==> src/rtl/epl_pkg.sv <==
package epl_pkg;
  typedef enum logic {
    MODE_LIMIT = 1'b0,
    MODE_HALF  = 1'b1
  } epl_mode_e;
endpackage

==> src/rtl/epl_cfg_regs.sv <==
module epl_cfg_regs
  import epl_pkg::*;
#(
  parameter int MAXW_W = 8,
  parameter int INTV_W = 8
) (
  input  logic              clk_i,
  input  logic              rst_ni,
  input  logic              we_i,
  input  logic [MAXW_W-1:0] maxw_i,
  input  logic [INTV_W-1:0] intv_i,
  output logic [MAXW_W-1:0] maxw_o,
  output logic [INTV_W-1:0] intv_o,
  output epl_mode_e         mode_o
);
  localparam logic [MAXW_W-1:0] MAXW_RST = '1;
  localparam logic [INTV_W-1:0] INTV_RST = '0;

  // all-ones width value turns the limiter into a toggle
  function automatic epl_mode_e decode_mode(input logic [MAXW_W-1:0] n);
    return (n == MAXW_RST) ? MODE_HALF : MODE_LIMIT;
  endfunction

  always_ff @(posedge clk_i or negedge rst_ni) begin
    if (!rst_ni) begin
      maxw_o <= MAXW_RST;
      intv_o <= INTV_RST;
    end else if (we_i) begin
      maxw_o <= maxw_i;
      intv_o <= intv_i;
    end
  end

  assign mode_o = decode_mode(maxw_o);
endmodule

==> src/rtl/epl_timebase.sv <==
module epl_timebase #(
  parameter int INTV_W = 8
) (
  input  logic              clk_i,
  input  logic              rst_ni,
  input  logic              restart_i,
  input  logic              samp_tick_i,
  input  logic [INTV_W-1:0] intv_i,
  output logic              ti_tick_o
);
  logic [INTV_W-1:0] div_q;
  logic              bypass;
  logic              wrap;

  // last position of a K-long divide cycle
  function automatic logic at_wrap(input logic [INTV_W-1:0] pos,
                                   input logic [INTV_W-1:0] k);
    return pos >= (k - 1'b1);
  endfunction

  assign bypass    = (intv_i == '0);
  assign wrap      = at_wrap(div_q, intv_i);
  assign ti_tick_o = samp_tick_i && (bypass || wrap);

  always_ff @(posedge clk_i or negedge rst_ni) begin
    if (!rst_ni) begin
      div_q <= '0;
    end else if (restart_i) begin
      div_q <= '0;
    end else if (samp_tick_i && !bypass) begin
      div_q <= wrap ? '0 : div_q + 1'b1;
    end
  end
endmodule

==> src/rtl/epl_pulse_ctrl.sv <==
module epl_pulse_ctrl
  import epl_pkg::*;
#(
  parameter int MAXW_W = 8,
  parameter int CNT_W  = MAXW_W + 1
) (
  input  logic              clk_i,
  input  logic              rst_ni,
  input  logic              clr_i,
  input  logic              evt_i,
  input  logic              ti_tick_i,
  input  epl_mode_e         mode_i,
  input  logic [MAXW_W-1:0] maxw_i,
  output logic              active_o,
  output logic              pend_o,
  output logic [CNT_W-1:0]  cnt_o,
  output logic [CNT_W-1:0]  load_o,
  output logic              start_o,
  output logic              fin_o
);
  logic             act_q;
  logic             pend_q;
  logic [CNT_W-1:0] cnt_q;
  logic             limit;

  // bounded width in time-base units: 2N+1
  function automatic logic [CNT_W-1:0] width_units(input logic [MAXW_W-1:0] n);
    return {n, 1'b1};
  endfunction

  assign limit   = (mode_i == MODE_LIMIT);
  assign load_o  = width_units(maxw_i);
  assign start_o = !clr_i && limit && !act_q && (evt_i || pend_q);
  assign fin_o   = !clr_i && limit && act_q && ti_tick_i && (cnt_q == CNT_W'(1));

  always_ff @(posedge clk_i or negedge rst_ni) begin
    if (!rst_ni) begin
      act_q  <= 1'b0;
      pend_q <= 1'b0;
      cnt_q  <= '0;
    end else if (clr_i) begin
      act_q  <= 1'b0;
      pend_q <= 1'b0;
      cnt_q  <= '0;
    end else if (!limit) begin
      pend_q <= 1'b0;
      cnt_q  <= '0;
      if (evt_i) act_q <= ~act_q;
    end else if (start_o) begin
      act_q  <= 1'b1;
      pend_q <= 1'b0;
      cnt_q  <= load_o;
    end else if (act_q) begin
      if (ti_tick_i) cnt_q <= cnt_q - 1'b1;
      if (fin_o)     act_q <= 1'b0;
      if (evt_i)     pend_q <= 1'b1;
    end
  end

  assign active_o = act_q;
  assign pend_o   = pend_q;
  assign cnt_o    = cnt_q;
endmodule

==> src/rtl/epulse_limiter.sv <==
module epulse_limiter
  import epl_pkg::*;
#(
  parameter int MAXW_W = 8,
  parameter int INTV_W = 8
) (
  input  logic              clk_i,
  input  logic              rst_ni,
  input  logic              evt_i,
  input  logic              samp_tick_i,
  input  logic              cfg_we_i,
  input  logic [MAXW_W-1:0] cfg_maxw_i,
  input  logic [INTV_W-1:0] cfg_intv_i,
  output logic              pulse_no
);
  localparam int CNT_W = MAXW_W + 1;

  logic [MAXW_W-1:0] maxw_w;
  logic [INTV_W-1:0] intv_w;
  epl_mode_e         mode_w;
  logic              half_w;
  logic              ti_tick_w;
  logic              active_w;
  logic              pend_w;
  logic [CNT_W-1:0]  cnt_w;
  logic [CNT_W-1:0]  load_w;
  logic              start_w;
  logic              fin_w;

  epl_cfg_regs #(.MAXW_W(MAXW_W), .INTV_W(INTV_W)) u_cfg (
    .clk_i  (clk_i),
    .rst_ni (rst_ni),
    .we_i   (cfg_we_i),
    .maxw_i (cfg_maxw_i),
    .intv_i (cfg_intv_i),
    .maxw_o (maxw_w),
    .intv_o (intv_w),
    .mode_o (mode_w)
  );

  epl_timebase #(.INTV_W(INTV_W)) u_tb (
    .clk_i       (clk_i),
    .rst_ni      (rst_ni),
    .restart_i   (cfg_we_i),
    .samp_tick_i (samp_tick_i),
    .intv_i      (intv_w),
    .ti_tick_o   (ti_tick_w)
  );

  epl_pulse_ctrl #(.MAXW_W(MAXW_W), .CNT_W(CNT_W)) u_ctrl (
    .clk_i     (clk_i),
    .rst_ni    (rst_ni),
    .clr_i     (cfg_we_i),
    .evt_i     (evt_i),
    .ti_tick_i (ti_tick_w),
    .mode_i    (mode_w),
    .maxw_i    (maxw_w),
    .active_o  (active_w),
    .pend_o    (pend_w),
    .cnt_o     (cnt_w),
    .load_o    (load_w),
    .start_o   (start_w),
    .fin_o     (fin_w)
  );

  assign half_w   = (mode_w == MODE_HALF);
  assign pulse_no = ~active_w;
endmodule

==> config.mk <==
export PLATFORM = sky130hd
export DESIGN_NAME = epulse_limiter
export DESIGN_NICKNAME = d
export VERILOG_FILES = /design/src/rtl/epl_pkg.sv /design/src/rtl/epl_cfg_regs.sv /design/src/rtl/epl_timebase.sv /design/src/rtl/epl_pulse_ctrl.sv /design/src/rtl/epulse_limiter.sv
export SDC_FILE = /design/constraint.sdc
export NUM_CORES = 1
export LEC_CHECK = 0
export ABC_AREA = 1
export BUFFER_PORTS_ARGS = -buffer_cell sky130_fd_sc_hd__buf_2
export CAP_MARGIN = 40
export CORE_MARGIN = 3
export CORE_UTILIZATION = 31
export DETAILED_ROUTE_END_ITERATION = 7
export GPL_TIMING_DRIVEN = 0
export SLEW_MARGIN = 20
export SYNTH_ARGS = -nofsm -noshare
export SYNTH_HDL_FRONTEND = slang
export SYNTH_SLANG_ARGS = --single-unit
==> constraint.sdc <==
create_clock -name clk_i -period 2.4 [get_ports clk_i]
set_clock_uncertainty 0.15 [all_clocks]
set_input_delay 0.12 -clock clk_i [delete_from_list [all_inputs] [get_ports clk_i]]
set_output_delay 0.12 -clock clk_i [all_outputs]
set_load 0.01 [all_outputs]
# Yosys cells after proc, flatten, opt, wreduce, memory -nomap -nowiden
# Index checks and enable logic that the tools add are counted.
# W data, S select, Z words.
[word_totals] ff_bits=35 mem_bits_ro=0 mem_bits_rw=0 latchBits=0 n_memories=0 out_inout_bits=1 wordCells=55
[classes] add_sub_neg=3 div_mod_pow=0 n_mul=0 n_eq_ne=3 n_reduce_logical=20 shifts=0 magnitude_cmp=1 bitwise=2 muxes=20
[ops] op="$mux W9" n=5
[ops] op="$mux W8" n=3
[ops] op="$mux W1" n=12
[ops] op="$reduce_bool A4 Y1" n=3
[ops] op="$eq A9 B1 Y1 const B" n=1
[ops] op="$sub A9 B1 Y9 const B" n=1
[ops] op="$add A8 B1 Y8 const B" n=1
[ops] op="$eq A8 B8 Y1 const B" n=1
[ops] op="$ge A8 B8 Y1" n=1
[ops] op="$logic_and A1 B1 Y1" n=8
[ops] op="$logic_not A8 Y1" n=1
[ops] op="$sub A8 B1 Y8 const B" n=1
[ops] op="$reduce_and A2 Y1" n=2
[ops] op="$logic_not A1 Y1" n=3
[ops] op="$ne A3 B3 Y1 const B" n=1
[ops] op="$logic_or A1 B1 Y1" n=2
[ops] op="$not A1 Y1" n=2
[ops] op="$reduce_bool A2 Y1" n=1

# Depth between registers and ports, before layout
# Gate-level depths: netlist of the first run.
[logic_depth] word_depth=12 mapped_depth=17

# Modules after synthesis
# Synthesis of the first run repeated with hierarchy kept, for this count alone.
[hier_totals] hier_cells=348 area_unflattened_um2=2476.1
[by_module_without_submodules] module="epl_pulse_ctrl" n_inst=1 cells_each=141 area_per_inst_um2=904.6
[by_module_without_submodules] module="epl_timebase" n_inst=1 cells_each=128 area_per_inst_um2=867.1
[by_module_without_submodules] module="epl_cfg_regs" n_inst=1 cells_each=78 area_per_inst_um2=700.7
[by_module_without_submodules] module="epulse_limiter" n_inst=1 cells_each=1 area_per_inst_um2=3.8

# Worst setup path after synthesis of the first run
# OpenSTA, ideal clock, no wires.
[synth_timing] path_kind="register -> register" from="reg u_cfg.intv_o[2]" to="reg u_ctrl.cnt_q[7], in the netlist u_ctrl.cnt_o[7]" arrival_time_ns=2.049 path_stages_with_launch=15 setup_ns=0.074 path_slack_ns=0.127 period_less_slack_ns=2.273 path_cell_list="dfrtp_1 > nor2_1 > nand4_1 > nor3_1 > xor2_1 > ha_1 > a21o_1 > nor2_1 > nand3_1 > nand2_1 > nand2_2 > nand2_4 > buf_6 > nand2_1 > o21ai_2"
[synth_between] elab_chain_len=6
[synth_lines] element="start: declaration" line_no="epl_cfg_regs.sv:13" source="output logic [INTV_W-1:0] intv_o,"
[synth_lines] element="start signal: assignment" line_no="epl_cfg_regs.sv:30" source="intv_o <= intv_i;"
[synth_lines] element="$sub A8 B1 Y8" line_no="epl_timebase.sv:18" source="return pos >= (k - 1'b1);"
[synth_lines] element="$ge A8 B8 Y1" line_no="epl_timebase.sv:18"
[synth_lines] element="$logic_or A1 B1 Y1 *" line_no="epl_timebase.sv:23" source="assign ti_tick_o = samp_tick_i && (bypass || wrap);"
[synth_lines] element="$logic_and A1 B1 Y1 *" line_no="epl_timebase.sv:23"
[synth_lines] element="$reduce_bool A4 Y1 (no source line) *"
[synth_lines] element="$reduce_and A2 Y1 (no source line) *"
[synth_lines] element="end signal: assignment" line_no="epl_pulse_ctrl.sv:52" source="cnt_q <= load_o;"
[synth_lines] element="end signal: assignment" line_no="epl_pulse_ctrl.sv:54" source="if (ti_tick_i) cnt_q <= cnt_q - 1'b1;"
[synth_lines] element="end: declaration" line_no="epl_pulse_ctrl.sv:23" source="logic [CNT_W-1:0] cnt_q;"
# Mark *: on every way between the ends. The rest lies on a longest branch, timed or not.
# A chain may end at the register's enable or synchronous reset.

# Worst setup path in the final report of the first run
[layout_timing] from="reg u_cfg.intv_o[2]" to="reg u_ctrl.cnt_q[1], in the netlist u_ctrl.cnt_o[1]"
# Same word-level chain as after synthesis.

==> results of run 1 <==
[per-stage QoR]
step | cell area [sq um] | setup TNS [ns]
floorplan | 2200 | 0
global placement | 2425 | -1.558
detailed placement | 2425 | -2.426
CTS | 2744 | -0.5019
global route | 2869 | -1.640
finish | 2869 | -0.01684
[worst min path at each step]
| stage | from | to | slack [ns] |
|---|---|---|---|
| global route | samp_tick_i | u_tb.div_q[0]$_DFFE_PN0P_ | 0.04 |
| CTS | cfg_we_i | u_tb.div_q[0]$_DFFE_PN0P_ | 0.02 |
| global placement | rst_ni | u_ctrl.cnt_o[7]$_DFFE_PN0P_ | 0.11 |
| floorplan | rst_ni | u_cfg.intv_o[0]$_DFFE_PN0P_ | -0.33 |
| detailed placement | rst_ni | u_ctrl.cnt_o[7]$_DFFE_PN0P_ | 0.12 |
| finish | samp_tick_i | u_tb.div_q[2]$_DFFE_PN0P_ | 0.02 |
[power by group]
part / total, mW / switching (mW) / internal, mW
clock network: 0.447 / 0.239 / 0.208
logic: 0.619 / 0.351 / 0.268
registers: 0.755 / 0.0785 / 0.677
total: 1.82 / 0.668 / 1.15
[kinds of logic after synthesis]
group / share of synthesized area, %
compound gates: 11.38
xor+xnor: 4.380
fa+ha+maj: 7.395
buf+inv: 7.736
flops: 40.27
simple gates: 28.84
[state kept, by name, summed over array words and instances, names as in the netlist]
register	count
u_ctrl.pend_o	1
u_ctrl.cnt_o	9
u_cfg.intv_o	8
u_ctrl.active_o	1
u_tb.div_q	8
u_cfg.maxw_o	8
[worst min-delay path: stages]
cell     delay, ns
buf_2         0.13
nand3_2       0.11
o21ai_1       0.06
[what timing repair did]
item / 4_1_cts / 5_1_grt
pin swaps: 4 / 12
hold buffers: 18 / 0
gates resized for setup: 6 / 16
setup endpoints to repair: 17 / 18
setup buffers: 4 / 7
endpoints found under the hold margin: 44 / 0
[Yosys cell counts]
library cell	count	share of area (%)
nor3_1	3	0.68
nand3_1	24	5.5
a22oi_1	1	0.34
nand2_1	82	14
nand2_2	3	0.85
a21oi_1	8	1.8
ha_1	13	7.4
buf_2	1	0.23
nor3_2	1	0.46
buf_1	1	0.17
nand2_4	1	0.51
inv_2	5	0.85
o21ai_0	10	2.3
buf_6	1	0.51
nand3b_4	1	0.91
xnor2_1	4	1.6
xor2_1	7	2.8
dfstp_2	8	9.6
nor2_1	22	3.8
nor3b_1	1	0.34
inv_1	32	5.5
o211ai_1	2	0.68
o21ai_1	23	5.2
dfrtp_1	27	31
o21ai_2	1	0.40
nor2_2	1	0.28
nand4_1	4	1.1
nand3_2	1	0.46
clkbuf_1	3	0.51
a21o_1	1	0.34
a31oi_1	1	0.28
[per-layer routing]
layer | up-vias | share of wire (%) | GRT usage, %
li1 | 1061 | - | -
met1 | 906 | 50 | 18.28
met2 | 27 | 46 | 21.78
met3 | 5 | 2.5 | 1.925
met4 | 0 | 1.3 | 4.209
met5 | - | 0 | 0
[area by class of cell]
class                      instances  share of cell area, %
multi-input combinational        215                  42.00
sequential                        35                  30.88
timing repair buffer              51                  13.65
inverter                          37                  4.841
tap                               96                  4.187
clock buffer                       5                  2.399
buffer                             6                  1.221
clock inverter                     3                 0.8286
==> impl_results.md, run 1 <==
- Outcome: complete, but fails checks
- Failing checks: negative setup slack
- Final Non-Filler Cells: approximately 450
- Grt ovf: 0
- # IOs: 22
- First-pass GRT wire length: 8.949 mm
- Worst endpoint data arrival time: 2.43 ns
- DRT Wirelength: approximately 5.2 mm
- Commonest non-fill, non-tap cell in the layout: nand2_1
- RSZ-0062 raised after global routing: true
- Placed cell count: 410
- Worst-path clk slew: 0.08 ns
- Layout overhead on the synthesized area: 30.43%
- Clock sink count: 35
- Placer Congestion: approximately 0.83
- Worst Setup SP: u_cfg.intv_o[2]$_DFFE_PN0P_
- Via/cell ratio: between 4 and 5
- Crit Path Max Fanout: 10
- # DRC: 0
- Nature of the critical path endpoint: register
- Largest stage delay, worst path: between 0.4 and 0.5 ns
- DP Worst Slack: -0.1986 ns
- Mapped Area: approximately 2200 sq um
- Worst Reg2Reg Path Length in Cells: 14
- Final WS setup: -0.007676 ns
- Largest net degree at the start of global routing: 36
- Fraction of layout cells with a size suffix above 1: 23.30%
- Hold crit path type: in -> reg
- Worst path depth: 14
- Hold Fails Final Rpt: 0
- Power Density: 634.5 nW/um^2
- Fmax: 0.4153 GHz
- DR vias: about 2,000
- Fillers: between 700 and 800
- Crit path max-delay family: simple AND/OR/NAND/NOR gates
- Initial antenna violation count: 0
- Synth warn: 0
- DR pass1 iterations: 4
- Finished Core Util: a little over two fifths
- Worst path most repeated cell: nor2_2
- Initial Util: about a third
- Vias in the first global route: roughly 1,900
- Peak supply drop: 0.0002850 V
- Final setup violation count: 5
- Post-Syn Instances: about 300
- Die W: 90.24 microns
- Critical path required time: roughly 2.4 ns
- Final ANT Viol Nets: 0
- Core ar.: 6832 sq um
- Count of input and output buffers: 21
- Fin crit share: 100.3%
- Die Y: 90.24 microns
- Clock latency at the later pin of the worst-skew pair: around 0.29 ns
- Critical Path, Cell by Cell: nor2_2, nand4_1, buf_4, xor2_1, ha_1, a21oi_2, nor2_2, nor2_2, nand3_2, nand2_2, nand2_2, nand2_4, buf_8, o21ai_1
- Pwr Total: roughly 1.8 mW
- Worst reg2reg startpoint: u_cfg.intv_o[2]$_DFFE_PN0P_
- Seq cells post-synth: 35
- Final nets: 385
- Worst-case clock buffer depth: 2
- Max_cap viols: 0
- Critical-path top delay cell: dfrtp_1
- N_diodes: 0
- Crit path capture: u_ctrl.cnt_o[1]$_DFFE_PN0P_
- Final Max Tran Viols: 0
- CTS Buf Count: 5
- R2R setup slack: -0.008 ns
- Commonest non-fill, non-tap cells in the layout: nand2_1 (78), inv_1 (30), dfrtp_1 (27)
- Leakage power figure: approximately 1.4 nW
- Critical path launch point type: register
- H-tree levels: 2
- Multi-input gate area: 1205 sq um
- Syn nets: ~330
- Crit path buf inv count: 2
- Post-synth cell types: 31
- Mapped Avg Cell Area: 7.507 sq um
- Crit Path Class: reg -> reg
- WL/cell: approximately 12 microns
- Reg area: 885.9 sq um
- Rel. slew slack: between 60% and 70%
- Detailed Place HPWL: around 3.7 mm
- Hold Slack: 0.01861 ns
- Post-synthesis sequential area ratio: a little over 40%
- Min-Delay Path Depth: 3
- CTS root buffer: clkbuf_8
- Die area: between 8000 and 9000 sq um
- R2r endpoint: u_ctrl.cnt_o[1]$_DFFE_PN0P_
- Total Routing Usage GR: 13.36%
- Initial drt markers: 91
- Placement row count: 30
- Worst-Margin Slew: about 0.55 ns
- CTS tree: yes
- Fin crit period: ~2.4 ns
No activity file was read; power rests on OpenSTA's default activity.
==> inputs of run 2 (changes only) <==
==> constraint.sdc (replaced) <==
create_clock -name clk_i -period 2.3 [get_ports clk_i]
set_clock_uncertainty 0.15 [all_clocks]
set_input_delay 0.115 -clock clk_i [delete_from_list [all_inputs] [get_ports clk_i]]
set_output_delay 0.115 -clock clk_i [all_outputs]
set_load 0.01 [all_outputs]
==> run 2 against run 1 <==
  * The run still ends with negative setup slack left
  * Critical path type unchanged
  * Fmax hardly changed
  * First-iteration DRC count is 15% higher
  * Routed wire length is 0.27% higher
  * Worst hold slack worse by 0.0060 ns
  * Largest cell class unchanged
  * Count of clock-buffer cells in the layout stayed put
  * Non-clock buffer count stayed put
  * Total power is 4.4% higher
  * Die area stayed put
  * Worst setup slack worse by 0.098 ns
  * Combinational power is 4.4% higher
  * Sequential share of layout area stayed put
  * Critical path depth stayed put
==> impl_results.md, run 2 (same netlist as run 1, synthesis figures left out) <==
- Rel. slew slack: roughly 63%
- Core ar.: around 7000 sq um
- Hold crit path type: in -> reg
- Count of input and output buffers: 21
- Worst-case clock buffer depth: 2
- Failing checks: negative setup slack
- Final Max Tran Viols: 0
- Fin crit share: 104.6%
- R2r endpoint: u_ctrl.cnt_o[1]$_DFFE_PN0P_
- Clock latency at the later pin of the worst-skew pair: 0.29 ns
- Initial Util: 32.20%
- Hold Slack: 0.01258 ns
- CTS Buf Count: 5
- Leakage power figure: between 1 and 1.5 nW
- DP Worst Slack: -0.2986 ns
- Clock sink count: 35
- Fmax: 0.4157 GHz
- Die area: ~8100 sq um
- Placement row count: 30
- Final WS setup: -0.1058 ns
- Crit Path Class: reg -> reg
- Vias in the first global route: ~1,900
- GR Util met2: 21.78%
- Total Routing Usage GR: approximately an eighth
- Critical path required time: 2.32 ns
- First-pass GRT wire length: around 9 mm
- DR vias: between 1,500 and 2,000
- Peak supply drop: just under 0.0003 V
- Worst reg2reg startpoint: u_cfg.intv_o[2]$_DFFE_PN0P_
- Commonest non-fill, non-tap cells in the layout: nand2_1 (78), inv_1 (30), dfrtp_1 (27)
- Initial drt markers: between 100 and 150
- Initial antenna violation count: 0
- Power Density: approximately 660 nW/um^2
- RSZ-0062 raised after global routing: true
- CTS root buffer: clkbuf_8
- Final setup violation count: 13
- Largest net degree at the start of global routing: 36
- Placer Congestion: approximately 0.83
- CTS tree: yes
- GR peak layer: met2
- Min-Delay Path Depth: 3
- Nature of the critical path endpoint: register
- Layout overhead on the synthesized area: 30.43%
- Fin crit period: ~2.4 ns
- Post-Route Setup TNS: -1.012 ns
- WL/cell: between 10 and 15 microns
- Hold path endpoint: u_tb.div_q[2]$_DFFE_PN0P_
- Critical path launch point type: register
- Max_cap viols: 0
- R2R setup slack: -0.11 ns
- Crit Path Max Fanout: 10
- Met3 usage: 1.925%
- H-tree levels: 2
- HP Start: samp_tick_i
- Largest register FFs: 9
- Detailed Place HPWL: 3.726 mm
- Worst endpoint data arrival time: roughly 2.4 ns
- Worst-Margin Slew: 0.5530 ns
- GR Layer Usage met1: roughly 18%
- Commonest non-fill, non-tap cell in the layout: nand2_1
- Grt ovf: 0
- Worst Reg2Reg Path Length in Cells: 14
- Worst-path clk slew: roughly 0.08 ns
- # IOs: 22
- DR pass1 iterations: 4
- Final nets: 385
- Fillers: around 730
- DRT Wirelength: between 5 and 6 mm
- Outcome: complete, but fails checks
- Final ANT Viol Nets: 0
- Die W: 90.24 microns
- Die Y: between 90 and 100 microns
- Hold Fails Final Rpt: 0
- Via/cell ratio: between 4 and 5
- # DRC: 0
- N_diodes: 0
- Fraction of layout cells with a size suffix above 1: between 20% and 30%
==> run 2: cell type report <==
type                            count  area, sq um  area share, %
Buffer                              6        35.03          1.221
Clock buffer                        5        68.82          2.399
Timing Repair Buffer               51        391.6          13.65
Inverter                           37        138.9          4.841
Clock inverter                      3        23.77         0.8286
Sequential cell                    35        885.9          30.88
Tap cell                           96        120.1          4.187
Multi-Input combinational cell    215         1205          42.00
==> run 2: routing by layer <==
layer  part of all wire, %  wire [microns]
met3                   2.5             133
met4                   1.3              68
met2                    46            2396
met5                     0               0
met1                    50            2645
==> run 2: repair_timing <==
item | 4_1_cts | 5_1_grt
pin swaps | 4 | 12
hold buffers | 18 | 0
buffers inserted | 4 | 7
setup endpoints to repair | 17 | 18
endpoints found under the hold margin | 44 | 0
resized for setup | 6 | 16
==> run 2: power by group <==
| part | switching, mW | leakage, nW | internal (mW) |
|---|---|---|---|
| clock | 0.250 | 0.0408 | 0.217 |
| combinational | 0.366 | 0.919 | 0.279 |
| sequential | 0.0820 | 0.436 | 0.706 |
==> run 2: worst max-delay path, cell delays in order (launching register included) <==
cell and delay (ns):
dfrtp_1 0.41, nor2_2 0.13, nand4_1 0.14, buf_4 0.17, xor2_1 0.13, ha_1 0.30, a21oi_2 0.15, nor2_2 0.05
nor2_2 0.13, nand3_2 0.10, nand2_2 0.08, nand2_2 0.07, nand2_4 0.08, buf_8 0.14, o21ai_1 0.06
==> run 2: stage by stage <==
| step | utilization, % | power [mW] | instance area, sq um | std cells |
|---|---|---|---|---|
| final | 42.00 | 1.900 | 2869 | 448 |
| after global routing | 42.00 | 2.049 | 2869 | 448 |
| after CTS | 40.16 | 1.886 | 2744 | 440 |
| after detailed placement | 35.49 | 1.367 | 2425 | 410 |
| after global placement | 35.49 | 1.353 | 2425 | 410 |
| after floorplan | - | 1.218 | 2200 | 293 |
==> run 2: worst max-delay path by stage <==
stage / slack [ns] / startpoint / depth (start not counted) / endpoint
after floorplan: 0.03 / u_cfg.intv_o[2]$_DFFE_PN0P_ / 14 / u_ctrl.cnt_o[7]$_DFFE_PN0P_
after global placement: -0.25 / u_cfg.intv_o[2]$_DFFE_PN0P_ / 11 / u_tb.div_q[0]$_DFFE_PN0P_
after detailed placement: -0.30 / u_cfg.intv_o[2]$_DFFE_PN0P_ / 11 / u_tb.div_q[6]$_DFFE_PN0P_
after CTS: -0.15 / u_cfg.intv_o[1]$_DFFE_PN0P_ / 14 / u_ctrl.cnt_o[7]$_DFFE_PN0P_
after global routing: -0.25 / u_cfg.intv_o[2]$_DFFE_PN0P_ / 15 / u_ctrl.cnt_o[7]$_DFFE_PN0P_
final: -0.11 / u_cfg.intv_o[2]$_DFFE_PN0P_ / 14 / u_ctrl.cnt_o[1]$_DFFE_PN0P_
